**src/rtl/hold_pkg.sv**
```systemverilog
// Shared types for the bus hold controller.
// Assumes a two-bit state code that the pins and the checker both decode.
package hold_pkg;
    localparam int BS_W = 2;

    typedef enum logic [BS_W-1:0] {
        BS_IDLE = 2'd0,
        BS_T1   = 2'd1,
        BS_T2   = 2'd2,
        BS_HOLD = 2'd3
    } bus_st_t;
endpackage

```
**src/rtl/bus_state_seq.sv**
```systemverilog
// Bus state sequencer: walks idle, first, data and granted states.
// Assumes ph1 marks the clock edge that starts an internal phase 1; all
// inputs are sampled only there. Grants happen only at cycle boundaries
// (idle or a completed data state) with lock low.
module bus_state_seq
    import hold_pkg::*;
(
    input  logic    clk,
    input  logic    rst_n,
    input  logic    ph1,
    input  logic    hold,
    input  logic    lock,
    input  logic    req,
    input  logic    ready_n,
    output bus_st_t state
);
    bus_st_t nxt;
    logic    grant_ok;
    bus_st_t after_cycle;

    // Grant allowed only when the master asks and no locked run is open.
    assign grant_ok = hold && !lock;

    // State chosen at any boundary that does not grant the bus.
    assign after_cycle = req ? BS_T1 : BS_IDLE;

    // Next-state choice, evaluated only on phase-1 edges.
    always_comb begin
        nxt = state;
        if (ph1) begin
            unique case (state)
                BS_IDLE: nxt = grant_ok ? BS_HOLD : after_cycle;
                BS_T1:   nxt = BS_T2;
                BS_T2: begin
                    if (!ready_n) begin
                        nxt = grant_ok ? BS_HOLD : after_cycle;
                    end
                end
                BS_HOLD: begin
                    if (!hold) begin
                        nxt = after_cycle;
                    end
                end
                default: nxt = BS_IDLE;
            endcase
        end
    end

    // State register with synchronous reset to idle.
    always_ff @(posedge clk) begin
        if (!rst_n) begin
            state <= BS_IDLE;
        end else begin
            state <= nxt;
        end
    end
endmodule

```
**src/rtl/nmi_hold_latch.sv**
```systemverilog
// Interrupt edge latch: captures rising edges of nmi every clock and
// hides the pending flag while the bus is granted.
// Assumes nmi is already synchronous to clk.
module nmi_hold_latch (
    input  logic clk,
    input  logic rst_n,
    input  logic in_hold,
    input  logic nmi,
    input  logic nmi_ack,
    output logic nmi_pend
);
    logic nmi_q;
    logic pend_r;
    logic rise;

    assign rise = nmi && !nmi_q;

    // Previous sample of nmi for edge detection.
    always_ff @(posedge clk) begin
        if (!rst_n) begin
            nmi_q <= 1'b0;
        end else begin
            nmi_q <= nmi;
        end
    end

    // Pending latch: a new edge wins over an acknowledge in the same cycle.
    always_ff @(posedge clk) begin
        if (!rst_n) begin
            pend_r <= 1'b0;
        end else if (rise) begin
            pend_r <= 1'b1;
        end else if (nmi_ack && !in_hold) begin
            pend_r <= 1'b0;
        end
    end

    // Report only outside the granted state.
    assign nmi_pend = pend_r && !in_hold;
endmodule

```
**src/rtl/bus_pin_ctl.sv**
```systemverilog
// Pin control: decodes the state into the grant acknowledge and the
// drive enable for the address, data and control pin groups.
// Assumes the acknowledge pin itself is always driven.
module bus_pin_ctl
    import hold_pkg::*;
(
    input  bus_st_t state,
    output logic    in_hold,
    output logic    hlda,
    output logic    pin_oe
);
    // Grant decode shared by the acknowledge and the drive enable.
    always_comb begin
        in_hold = (state == BS_HOLD);
        hlda    = in_hold;
        pin_oe  = !in_hold;
    end
endmodule

```
**src/rtl/bus_hold_ctrl.sv**
```systemverilog
// Top of the bus hold controller. Ties the sequencer, the pin decode and
// the interrupt latch together and exposes the state as a two-bit code.
// Assumes all inputs are synchronous to clk.
module bus_hold_ctrl
    import hold_pkg::*;
(
    input  logic            clk,
    input  logic            rst_n,
    input  logic            ph1,
    input  logic            hold,
    input  logic            lock,
    input  logic            req,
    input  logic            ready_n,
    input  logic            nmi,
    input  logic            nmi_ack,
    output logic            hlda,
    output logic            pin_oe,
    output logic [BS_W-1:0] bus_state,
    output logic            nmi_pend
);
    bus_st_t st;
    logic    in_hold;

    bus_state_seq u_seq (
        .clk     (clk),
        .rst_n   (rst_n),
        .ph1     (ph1),
        .hold    (hold),
        .lock    (lock),
        .req     (req),
        .ready_n (ready_n),
        .state   (st)
    );

    bus_pin_ctl u_pins (
        .state   (st),
        .in_hold (in_hold),
        .hlda    (hlda),
        .pin_oe  (pin_oe)
    );

    nmi_hold_latch u_nmi (
        .clk      (clk),
        .rst_n    (rst_n),
        .in_hold  (in_hold),
        .nmi      (nmi),
        .nmi_ack  (nmi_ack),
        .nmi_pend (nmi_pend)
    );

    assign bus_state = st;
endmodule

```
**config.mk**
```make
export PLATFORM = sky130hd
export DESIGN_NAME = bus_hold_ctrl
export DESIGN_NICKNAME = d
export VERILOG_FILES = /design/src/rtl/hold_pkg.sv /design/src/rtl/bus_state_seq.sv /design/src/rtl/nmi_hold_latch.sv /design/src/rtl/bus_pin_ctl.sv /design/src/rtl/bus_hold_ctrl.sv
export SDC_FILE = /design/constraint.sdc
export NUM_CORES = 1
export LEC_CHECK = 0
export BUFFER_PORTS_ARGS = -buffer_cell sky130_fd_sc_hd__buf_2
export CELL_PAD_IN_SITES_DETAIL_PLACEMENT = 1
export CELL_PAD_IN_SITES_GLOBAL_PLACEMENT = 1
export CORE_AREA = 4 4 41 43
export CTS_CLUSTER_DIAMETER = 100
export DETAILED_ROUTE_END_ITERATION = 7
export DIE_AREA = 0 0 45 47
export PLACE_DENSITY = 0.58
export SLEW_MARGIN = 20
export SYNTH_ARGS = -nofsm -noshare
export SYNTH_HDL_FRONTEND = slang
export SYNTH_SLANG_ARGS = --single-unit
```
**constraint.sdc**
```tcl
create_clock -name clk -period 1.2 [get_ports clk]
set_input_delay 0.06 -clock clk [delete_from_list [all_inputs] [get_ports clk]]
set_output_delay 0.06 -clock clk [all_outputs]
set_load 0.05 [all_outputs]
```
==> impl_metrics.yaml <==
outcome:
  status: "completed"
drt:
  drc: 0
  first_pass_iters: 2
  postRouteAntennaNets: 0
  post_drt_wl_per_cell_um: 9.830
  dr_total_vias: 206
  routed-wl-met3_um: 16
  dr_wl_met2_um: 311
  initialDrtViolationCount: 1
  via_per_inst: 3.887
  wirelength_um: 521
  wl_met1_um: 193
  top_layer: "met3"
placed_design:
  gp_congestion: 0.7161
  dp_slack_ns: 0.1679
  io_buffers: 13
  placed_cell_area_sq_um: 289.0
  dp.cells: 50
  post-dp-hpwl_um: 439.4
setup_path:
  cp_max_fo: 6
  worst_path_max_delay_cell: "dfxtp_2"
  end_kind: "primary output"
  crit_chain: "nand2_2 > and2_2 > buf_4"
  start_kind: "flop"
  crit_buf_inv: 1
  arrival_ns: 1.07
  path_class: "reg -> out"
  cpPeakStageDelay_ns: 0.37
  crit_required_ns: 1.14
  crit_family: "flip-flops"
grt:
  grt_overflow: 0
  grt_pass1_vias: 239
  grt_max_degree: 7
  grt_pass1_wl_um: 910
  grt_usage_pct: 6.008
  antenna_found_initial: 0
floorplan:
  initial_utilization_pct: 15.29
  core_sq_um: 1301
  chipHeight_um: 47
  rows: 13
  die_x_um: 45
  die_area_sq_um: 2115
  ios: 14
logic_synthesis:
  ys_ff_latch: 4
  synth_nets: 31
  synth_cell_types: 12
  synthCells: 22
  yosys-top-cells-area: "dfxtp_1, o21ai_0, a21boi_0"
  ys_warn_count: 0
  yosysTopAreaCell: "dfxtp_1"
  synth_area_per_cell_sq_um: 9.043
  synth_enable_flop_cells: 0
  syn-cell-area_sq_um: 198.9
  synthTopCellsByCount: "dfxtp_1, o21ai_0"
  synth.top_cell.area_share_pct: 40.25
  synthArstFlopShare_pct: 0
  synth_most_common_cell: "dfxtp_1"
  ys.flop_type: "dfxtp_1"
  yosysSeqAreaShare_pct: 40.25
clock_network:
  path_clk_slew_ns: 0.04
  cts_root_buf: "clkbuf_4"
  postCtsSetupRepairBufs: 0
  tritoncts: "done"
  cts_sinks: 4
  clock_path_buffers: 2
  cts_buffers: 3
  cts-htree-levels: 1
  clock_latency_ns: 0.23
sta:
  whs_ns: 0.04850
  setup_viol: 0
  hold_viol_final: 0
  relSlewSlack_pct: 82.94
  skew_ns: 0.001373
  finalSetupTns_ns: 0
  tightest_slew_ns: 0.2577
  report.final.slew_viol_count: 0
  period_share_pct: 93.83
  min_period_ns: 1.126
  max_freq_ghz: 0.8881
  finalWorstSetupSlack_ns: 0.07399
  grt_setup_unrepaired: "no"
final_layout:
  fin_util_pct: 24.33
  area_growth_pct: 59.12
  drive_gt1_share_pct: 57.89
  fin_area_sq_um: 316.6
  finalNetCount: 49
  instances_no_fill: 53
  n_antenna_cell: 0
power:
  power_density_nw_per_um2: 1314
  fin_total_pwr_uw: 416.1
  p_leak_nw: 0.1516
  ir_worst_vdd_mv: 0.7288
hold_path:
  hp-class: "in -> reg"
run:
  maxCapViolations: 0
-- cell type report --
class                           count  area, sq um
Fill cell                         173        984.7
Clock buffer                        3        22.52
Timing Repair Buffer               13        67.56
Multi-Input combinational cell     17        118.9
Tap cell                           15        18.77
Sequential cell                     4        85.08
Inverter                            1        3.754
-- power breakdown --
| part | switching [mW] | internal (mW) | total (mW) |
|---|---|---|---|
| Combinational | 0.0623 | 0.0387 | 0.101 |
| Clock | 0.0481 | 0.111 | 0.160 |
| Sequential | 0.0109 | 0.145 | 0.156 |
-- path summary, 6_finish.rpt --
path              slack (ns)  cells after the start              to           start
setup / recovery        0.07                      3        nmi_pend  u_seq.state[0]
hold / removal          0.05                      2     u_nmi.nmi_q             nmi
setup reg to reg        0.17                      3  u_seq.state[1]  u_seq.state[0]
hold reg to reg         0.55                      2    u_nmi.pend_r     u_nmi.nmi_q
-- placed cells by master (no fill, tap or decap) --
| master | count |
|---|---|
| nand2_1 | 1 |
| dfxtp_4 | 1 |
| clkbuf_4 | 3 |
| buf_2 | 12 |
| nand2_2 | 1 |
| a21oi_1 | 2 |
| o21a_1 | 1 |
| inv_1 | 1 |
| buf_4 | 1 |
| a21boi_2 | 1 |
| nor2b_1 | 2 |
| dfxtp_2 | 1 |
| a21boi_0 | 2 |
| mux2_4 | 1 |
| o21ai_0 | 3 |
| and2_1 | 1 |
| o2bb2ai_1 | 1 |
| and2_2 | 1 |
| dfxtp_1 | 2 |
-- repair_timing --
item | 4_1_cts | 5_1_grt
setup endpoints to repair | 0 | 1
resized for setup | 0 | 3
hold endpoints to repair | 0 | 0
hold buffers | 0 | 0
-- flip-flops by register name, summed over array words and instances, names as in the netlist --
register	cells
u_nmi.pend_r	1
u_nmi.nmi_q	1
u_seq.state	2
-- worst reg2reg max path, stage by stage (launching register included) --
cell,delay [ns]
dfxtp_2,0.37
mux2_4,0.32
a21boi_2,0.15
a21oi_1,0.07
-- cells by family (layout without fill, tap and decap cells) --
group	Yosys count	count (layout)	synth area share [%]
flops	4	4	40.25
buf+inv	1	17	1.885
mux	1	1	7.545
simple gates	6	6	16.35
compound gates	10	10	33.96
-- layer usage --
layer / vias up / track usage [%]
li1: 109 / -
met1: 95 / 5.695
met2: 2 / 11.02
met3: 0 / 3.448
met4: 0 / 1.754
met5: - / 0
Note: power is estimated with default switching activity, not from simulation.
